[src/rtl/smp_unpack_pkg.sv]
package smp_unpack_pkg;

    localparam int WORD_W  = 32;
    localparam int PAY_W   = 24;
    localparam int PRE_W   = 4;
    localparam int FLAG_W  = 4;
    localparam int S16_W   = 16;
    localparam int S20_W   = 20;
    localparam int S24_W   = 24;
    localparam int RAW_LSB = PRE_W;
    localparam int RAW_MSB = WORD_W - FLAG_W - 1;

    typedef enum logic [1:0] {
        FMT_16  = 2'b00,
        FMT_20  = 2'b01,
        FMT_24  = 2'b10,
        FMT_RAW = 2'b11
    } fmt_e;

    typedef struct packed {
        logic [WORD_W-1:0] word;
        fmt_e              fmt;
        logic              paired;
    } held_t;

    typedef struct packed {
        logic [PAY_W-1:0] payload;
        logic             pflag;
        logic             cflag;
        logic             uflag;
        logic             vflag;
        logic [PRE_W-1:0] pre;
        logic             chan;
    } subframe_t;

    function automatic logic pair_mode(fmt_e f, logic pack);
        return pack && (f == FMT_16);
    endfunction

endpackage

[src/rtl/smp_unpack_ctrl.sv]
module smp_unpack_ctrl
    import smp_unpack_pkg::*;
(
    input  logic              clk,
    input  logic              rst,
    input  logic              in_valid,
    input  logic [WORD_W-1:0] in_word,
    input  logic [1:0]        fmt_sel,
    input  logic              pack_en,
    input  logic              out_ready,
    output logic              in_ready,
    output logic              out_valid,
    output held_t             held,
    output logic              phase
);

    logic pair_open;
    logic accept;
    logic take;

    assign pair_open = out_valid && held.paired && !phase;
    assign in_ready  = !out_valid || (out_ready && !pair_open);
    assign accept    = in_valid && in_ready;
    assign take      = out_valid && out_ready;

    always_ff @(posedge clk) begin
        if (rst) begin
            out_valid <= 1'b0;
            phase     <= 1'b0;
            held      <= '0;
        end else if (accept) begin
            held.word   <= in_word;
            held.fmt    <= fmt_e'(fmt_sel);
            held.paired <= pair_mode(fmt_e'(fmt_sel), pack_en);
            out_valid   <= 1'b1;
            phase       <= 1'b0;
        end else if (take) begin
            if (pair_open) begin
                phase <= 1'b1;
            end else begin
                out_valid <= 1'b0;
                phase     <= 1'b0;
            end
        end
    end

    AST_HOLD_UNDER_STALL: assert property (@(posedge clk) disable iff (rst)
        (out_valid && !out_ready) |=> (out_valid && $stable(held) && $stable(phase)));

    AST_RIGHT_AFTER_LEFT: assert property (@(posedge clk) disable iff (rst)
        (take && held.paired && !phase) |=> (out_valid && phase && $stable(held)));

    AST_LEFT_BLOCKS_INPUT: assert property (@(posedge clk) disable iff (rst)
        (in_valid && out_valid && held.paired && !phase) |=> (out_valid && $stable(held)));

    AST_CAPTURE_ON_ACCEPT: assert property (@(posedge clk) disable iff (rst)
        accept |=> (out_valid && !phase && held.word == $past(in_word)));

endmodule

[src/rtl/smp_unpack_fmt.sv]
module smp_unpack_fmt
    import smp_unpack_pkg::*;
(
    input  held_t     held,
    input  logic      phase,
    output subframe_t sf
);

    logic [S16_W-1:0] lane16;

    assign lane16 = (held.paired && phase) ? held.word[2*S16_W-1:S16_W]
                                           : held.word[S16_W-1:0];

    always_comb begin
        sf      = '0;
        sf.chan = held.paired && phase;
        unique case (held.fmt)
            FMT_16:  sf.payload = {lane16, {(PAY_W-S16_W){1'b0}}};
            FMT_20:  sf.payload = {held.word[S20_W-1:0], {(PAY_W-S20_W){1'b0}}};
            FMT_24:  sf.payload = held.word[S24_W-1:0];
            FMT_RAW: begin
                sf.payload = held.word[RAW_MSB:RAW_LSB];
                sf.pflag   = held.word[WORD_W-1];
                sf.cflag   = held.word[WORD_W-2];
                sf.uflag   = held.word[WORD_W-3];
                sf.vflag   = held.word[WORD_W-4];
                sf.pre     = held.word[PRE_W-1:0];
            end
            default: sf = '0;
        endcase
    end

endmodule

[src/rtl/smp_unpack.sv]
module smp_unpack
    import smp_unpack_pkg::*;
(
    input  logic              clk,
    input  logic              rst,
    input  logic [1:0]        fmt_sel,
    input  logic              pack_en,
    input  logic              in_valid,
    input  logic [WORD_W-1:0] in_word,
    output logic              in_ready,
    output logic              out_valid,
    input  logic              out_ready,
    output logic [PAY_W-1:0]  out_payload,
    output logic              out_pflag,
    output logic              out_cflag,
    output logic              out_uflag,
    output logic              out_vflag,
    output logic [PRE_W-1:0]  out_pre,
    output logic              out_chan
);

    held_t     held;
    logic      phase;
    subframe_t sf;

    smp_unpack_ctrl u_ctrl (
        .clk       (clk),
        .rst       (rst),
        .in_valid  (in_valid),
        .in_word   (in_word),
        .fmt_sel   (fmt_sel),
        .pack_en   (pack_en),
        .out_ready (out_ready),
        .in_ready  (in_ready),
        .out_valid (out_valid),
        .held      (held),
        .phase     (phase)
    );

    smp_unpack_fmt u_fmt (
        .held  (held),
        .phase (phase),
        .sf    (sf)
    );

    assign out_payload = sf.payload;
    assign out_pflag   = sf.pflag;
    assign out_cflag   = sf.cflag;
    assign out_uflag   = sf.uflag;
    assign out_vflag   = sf.vflag;
    assign out_pre     = sf.pre;
    assign out_chan    = sf.chan;

    AST_READY_NEEDS_ROOM: assert property (@(posedge clk) disable iff (rst)
        in_ready |-> (!out_valid || out_ready));

    AST_STALL_KEEPS_FIELDS: assert property (@(posedge clk) disable iff (rst)
        (out_valid && !out_ready) |=> ($stable(out_payload) && $stable(out_pre) && $stable(out_chan)));

endmodule

[config.mk]
export PLATFORM = sky130hd
export DESIGN_NAME = smp_unpack
export DESIGN_NICKNAME = d
export VERILOG_FILES = /design/src/rtl/smp_unpack_pkg.sv /design/src/rtl/smp_unpack_ctrl.sv /design/src/rtl/smp_unpack_fmt.sv /design/src/rtl/smp_unpack.sv
export SDC_FILE = /design/constraint.sdc
export NUM_CORES = 1
export LEC_CHECK = 0
export ABC_CLOCK_PERIOD_IN_PS = 3310
export BUFFER_PORTS_ARGS = -buffer_cell sky130_fd_sc_hd__clkbuf_2
export CAP_MARGIN = 20
export CORE_MARGIN = 8
export CORE_UTILIZATION = 40
export CTS_BUF_LIST = sky130_fd_sc_hd__clkbuf_2 sky130_fd_sc_hd__clkbuf_4 sky130_fd_sc_hd__clkbuf_8
export DETAILED_ROUTE_END_ITERATION = 8
export GPL_ROUTABILITY_DRIVEN = 0
export PLACE_DENSITY = 0.69
export SLEW_MARGIN = 0
export SYNTH_ARGS = -nofsm -noshare
export SYNTH_HDL_FRONTEND = slang
export SYNTH_SLANG_ARGS = --single-unit
export TNS_END_PERCENT = 30
[constraint.sdc]
create_clock -name clk -period 3.31 [get_ports clk]
set_input_delay 0.331 -clock clk [delete_from_list [all_inputs] [get_ports clk]]
set_output_delay 0.331 -clock clk [all_outputs]
set_load 0.005 [all_outputs]
## After elaboration in Yosys (flattened, before gate mapping)

Cells that the tools add are included.

- Equal/unequal tests: 4
- $lt $le $gt $ge: 0
- $mul: 0
- Muxes and demuxes: 7
- Bitwise gates (word level): 0
- Add/sub/neg operators: 0
- Shift-type cells: 0
- Divide/modulo/power cells: 0
- Reductions and logical operators: 16

Operators with widths:

| cell | count |
|---|---|
| $pmux 24 s4 | 1 |
| $mux 16 | 1 |
| $mux 8 | 1 |
| $logic_and 1x1->1 | 7 |
| $eq 2x2->1 const B | 2 |
| $logic_not 2->1 | 2 |
| $mux 1 | 4 |
| $logic_not 1->1 | 3 |
| $eq 2x1->1 const B | 1 |
| $ne 2x2->1 const B | 1 |
| $reduce_and 2->1 | 1 |
| $reduce_bool 2->1 | 1 |
| $reduce_or 2->1 | 1 |
| $logic_or 1x1->1 | 1 |

- Latch bits: 0
- Bits in writable memories: 0
- Memory bits (read-only): 0
- Register bits after elaboration: 37
- Memories: 0
- Logic and storage cells: 32

## Depth between registers and ports, before layout

- Depth in word-level cells: 8
- Depth in mapped cells: 6

## By module

Synthesis repeated with hierarchy kept, for this count alone.

- Cells, all modules: 252
- Area, all modules: 2,523.7 um^2

Modules (own cells, without submodules):

| module | area each (um^2) | cells an instance | instances | sequential area each (um^2) |
|---|---|---|---|---|
| smp_unpack_ctrl | 1,707.9 | 165 | 1 | 740.7 |
| smp_unpack_fmt | 815.8 | 87 | 1 | 0.0 |

## Least setup slack after synthesis

Ideal clock, no wire load.

- Kind: flip-flop to output port
- Start: register u_ctrl.phase
- End: output out_payload[9]
- Buffers on the path: 1
- Stages on the path, launching flop included: 5
- Arrival time: 1,330 ps
- Setup slack: 1,649 ps
- Path through: dfxtp_1 nand2_4 buf_6 mux2_4 mux4_2

- Longest elaborated chain between the ends: 3

RTL lines:

| element | line | source |
|---|---|---|
| from (decl) | smp_unpack_ctrl.sv:14 | `output logic phase` |
| from (signal assigned) | smp_unpack_ctrl.sv:29 | `phase <= 1'b0;` |
| from (signal assigned) | smp_unpack_ctrl.sv:36 | `phase <= 1'b0;` |
| from (signal assigned) | smp_unpack_ctrl.sv:39 | `phase <= 1'b1;` |
| $logic_and 1x1->1 | smp_unpack_fmt.sv:11 | `assign lane16 = (held.paired && phase) ? held.word[2*S16_W-1:S16_W]` |
| $mux 16 | smp_unpack_fmt.sv:11 |  |
| $pmux 24 s4 | smp_unpack_fmt.sv:17 | `unique case (held.fmt)` |
| to (decl) | smp_unpack.sv:13 | `output logic [PAY_W-1:0] out_payload,` |

Every way passes these cells.

## Final worst setup path

Same ends and word-level chain as after synthesis.

==> results.yml <==
setup_path:
  crit_family: "multiplexers"
  crit_slowest_cell: "dfxtp_1"
  reg2reg_depth: 4
  worstPathArrival_ps: 2070
  path_depth: 4
  end_kind: "primary output"
  r2r_slack_ps: 1240
  worst_setup_path_start_kind: "flip-flop"
  max_stage_delay_ps: 610
  rr_endpoint: "u_ctrl.held[32]"
  critical_path_buf_inv_count: 1
  worstReg2RegStart: "u_ctrl.phase"
  startpoint: "u_ctrl.phase"
  crit_type: "reg -> out"
  required_ps: 2980
  cp_max_fo: 17
  cp_cell_sequence: "nand2_4 -> mux2_4 -> mux4_2 -> clkbuf_2"
grt:
  grt_pass1_wl_um: 10730
  grt_max_degree: 41
  grt.total_usage_pct: 14.85
  grt_overflow: 0
  antenna_found_initial: 0
  grt_pass1_vias: 2152
clock_network:
  cts_resized: 0
  numCtsBuffers: 5
  clk_pin_slew_ps: 80
  cts-root-buf: "clkbuf_8"
  clock_latency_ps: 290
  clk_path_buf_depth: 2
  postCtsHoldBufs: 0
  postCtsSetupRepairBufs: 0
  tritoncts: "done"
  cts.sinks: 37
  cts-htree-levels: 2
sta:
  postLayoutSetupSlackWorst_ps: 904.5
  min_period_ps: 2405
  setup_tns_ps: 0
  maxSlewHeadroom_pct: 43.92
  min_period_over_period_pct: 72.67
  worst_slew_pin_slew_ps: 840.1
  setup_viol: 0
  rsz0062_at_grt: "no"
  fmax_ghz: 0.4157
  hold_violations: 0
  finClkSkew_ps: 6.516
  drv_slew: 0
floorplanning:
  start_util_pct: 40.76
  coreArea_um2: 6277
  die_w_um: 95.98
  die_h_um: 95.98
  rows: 29
  die_area_um2: 9212
  ios: 74
hold_path:
  holdCritPathClass: "in -> reg"
  hold_end: "u_ctrl.held[26]"
  whs_path_depth: 3
  hp-start: "in_word[23]"
place:
  io_buffers: 73
  dp_slack_ps: 1227
  dp_hpwl_um: 5005
synth:
  synth_area_per_cell_um2: 9.512
  seq_area_frac_synth_pct: 28.95
  synthXorXnorAreaFrac_pct: 0
  ys_ff_latch: 37
  syn_inst: 269
  synthSimpleGateAreaFrac_pct: 26.75
  synth_mux_area_share_pct: 31.25
  syn_area_um2: 2559
  yosys.area_share.adder_pct: 0
  synth.distinct_cells: 23
  synth_top_family_by_area: "multiplexers"
  yosys_warnings: 0
  synth-compound-area-share_pct: 7.237
  synth_nets: 308
drt:
  vias: 2102
  via_per_inst: 5.165
  dr.pass1.iters: 4
  wl_um: 6665
  drt_iter0_markers: 74
  route.detailed.drc: 0
  postRouteAntennaNets: 0
  routedWlPerCell_um: 16.38
power_and_ir_drop:
  vdd_drop_max_mv: 0.1687
  internal-power_w: 0.0007841
  clkPwrFrac_pct: 28.5
  power.net_switching_w: 0.0003303
  p_per_area_nw_per_um2: 367.3
  switching_share_pct: 29.64
  cellLeakagePower_nw: 1.431
  comb_power_share_pct: 23.4
  seqPwrFrac_pct: 48.2
final_layout:
  antenna_cells: 0
  multiInputGateArea_um2: 1683
  area_delta_synth_final_pct: 18.58
  nNetsFinal: 368
  seqCellArea_um2: 742.0
  drive_above_1_share_pct: 36.06
  fillCellCount: 612
job:
  cap_viol_max_count: 0
status:
  status: "finished clean"
## stage by stage
stage | std cells | utilization [%] | total power [W] | hold WS, ps | area [um^2]
CTS | 407 | 48.34 | 0.001124 | 272.4 | 3034
detailed placement | 399 | 46.96 | 0.0008092 | 476.6 | 2948
floorplan | 269 | - | 0.0007100 | 452.7 | 2559
global placement | 399 | 46.96 | 0.0008041 | 475.2 | 2948
global route | 407 | 48.34 | 0.001171 | 285.8 | 3034
finish | 407 | 48.34 | 0.001114 | 276.3 | 3034
## cell type report
cell class | instances | area share [%]
inverter | 3 | 0.3711
tap | 77 | 3.175
sequential | 37 | 24.45
timing repair buffer | 78 | 13.69
multi-input combinational | 204 | 55.46
clock buffer | 6 | 2.515
clock inverter | 2 | 0.3299
## how the worst max path moves through the flow
stage / to
after floorplan: out_payload[9]
after global placement: out_payload[9]
after detailed placement: out_payload[9]
after CTS: out_payload[9]
after global routing: out_payload[18]
final: out_payload[9]
## power groups by stage
stage	logic (W)	clock network (W)	registers (W)
2_1_floorplan	0.000197	0	0.000513
3_3_place_gp	0.000259	0	0.000545
3_5_place_dp	0.000263	0	0.000547
4_1_cts	0.000264	0.000324	0.000536
5_1_grt	0.000286	0.000341	0.000544
6_report	0.000260	0.000317	0.000537
## worst register-to-register path: cells and delay by family, from the launching register on
| kind | cells | cell delay, ps |
|---|---|---|
| buf+inv | 1 | 280 |
| compound gates | 1 | 590 |
| simple gates | 1 | 310 |
| flops | 1 | 610 |
| mux | 1 | 220 |
## cell usage in the layout, fill, tap and decap left out, drive strengths merged
| cell type | netlist | routed |
|---|---|---|
| inv | 3 | 3 |
| nor2b | 13 | 13 |
| a211oi | 8 | 8 |
| dfxtp | 37 | 37 |
| a22o | 4 | 4 |
| mux2i | 39 | 39 |
| nand2 | 12 | 12 |
| clkbuf | 15 | 79 |
| clkinv | 0 | 2 |
| o31ai | 8 | 8 |
| nand2b | 69 | 69 |
| o21ai | 1 | 1 |
| o22ai | 1 | 1 |
| and2b | 1 | 1 |
| a21oi | 2 | 2 |
| buf | 10 | 5 |
| or4b | 1 | 1 |
| and3 | 16 | 16 |
| mux4 | 8 | 8 |
| mux2 | 20 | 20 |
| a311oi | 1 | 1 |
## logic make-up after synthesis
family          after synthesis
simple gates                112
mux                          67
flops                        37
buf+inv                      28
compound gates               25
## flip-flops by register name, summed over array words and instances (netlist names)
signal            count
u_ctrl.out_valid      1
u_ctrl.phase          1
u_ctrl.held          35
## cells in the mapped netlist
| master | n | area [um^2] |
|---|---|---|
| nand2b_1 | 69 | 431.7 |
| mux2i_1 | 39 | 390.4 |
| dfxtp_1 | 37 | 740.7 |
| mux2_2 | 19 | 214.0 |
| and3_1 | 16 | 100.1 |
| clkbuf_1 | 15 | 56.30 |
| nor2b_1 | 13 | 81.33 |
| nand2_1 | 11 | 41.29 |
| a211oi_1 | 8 | 60.06 |
| mux4_2 | 8 | 180.2 |
| o31ai_1 | 8 | 60.06 |
| buf_2 | 5 | 25.02 |
| buf_6 | 5 | 56.30 |
| a22o_1 | 4 | 35.03 |
| inv_1 | 3 | 11.26 |
| a21oi_1 | 2 | 10.01 |
| a311oi_1 | 1 | 8.760 |
| and2b_2 | 1 | 8.760 |
| mux2_4 | 1 | 15.01 |
| nand2_4 | 1 | 11.26 |
| o21ai_0 | 1 | 5.000 |
| o22ai_1 | 1 | 6.260 |
| or4b_2 | 1 | 10.01 |
## metal layers
metal / GRT usage [%] / wire (um) / vias to the layer above
met4: 5.122 / 78 / 0
met5: 0 / 0 / -
met1: 18.75 / 3029 / 988
met2: 23.61 / 3147 / 47
li1: - / - / 1059
met3: 4.212 / 410 / 8
No activity file was read; power rests on OpenSTA's default activity.
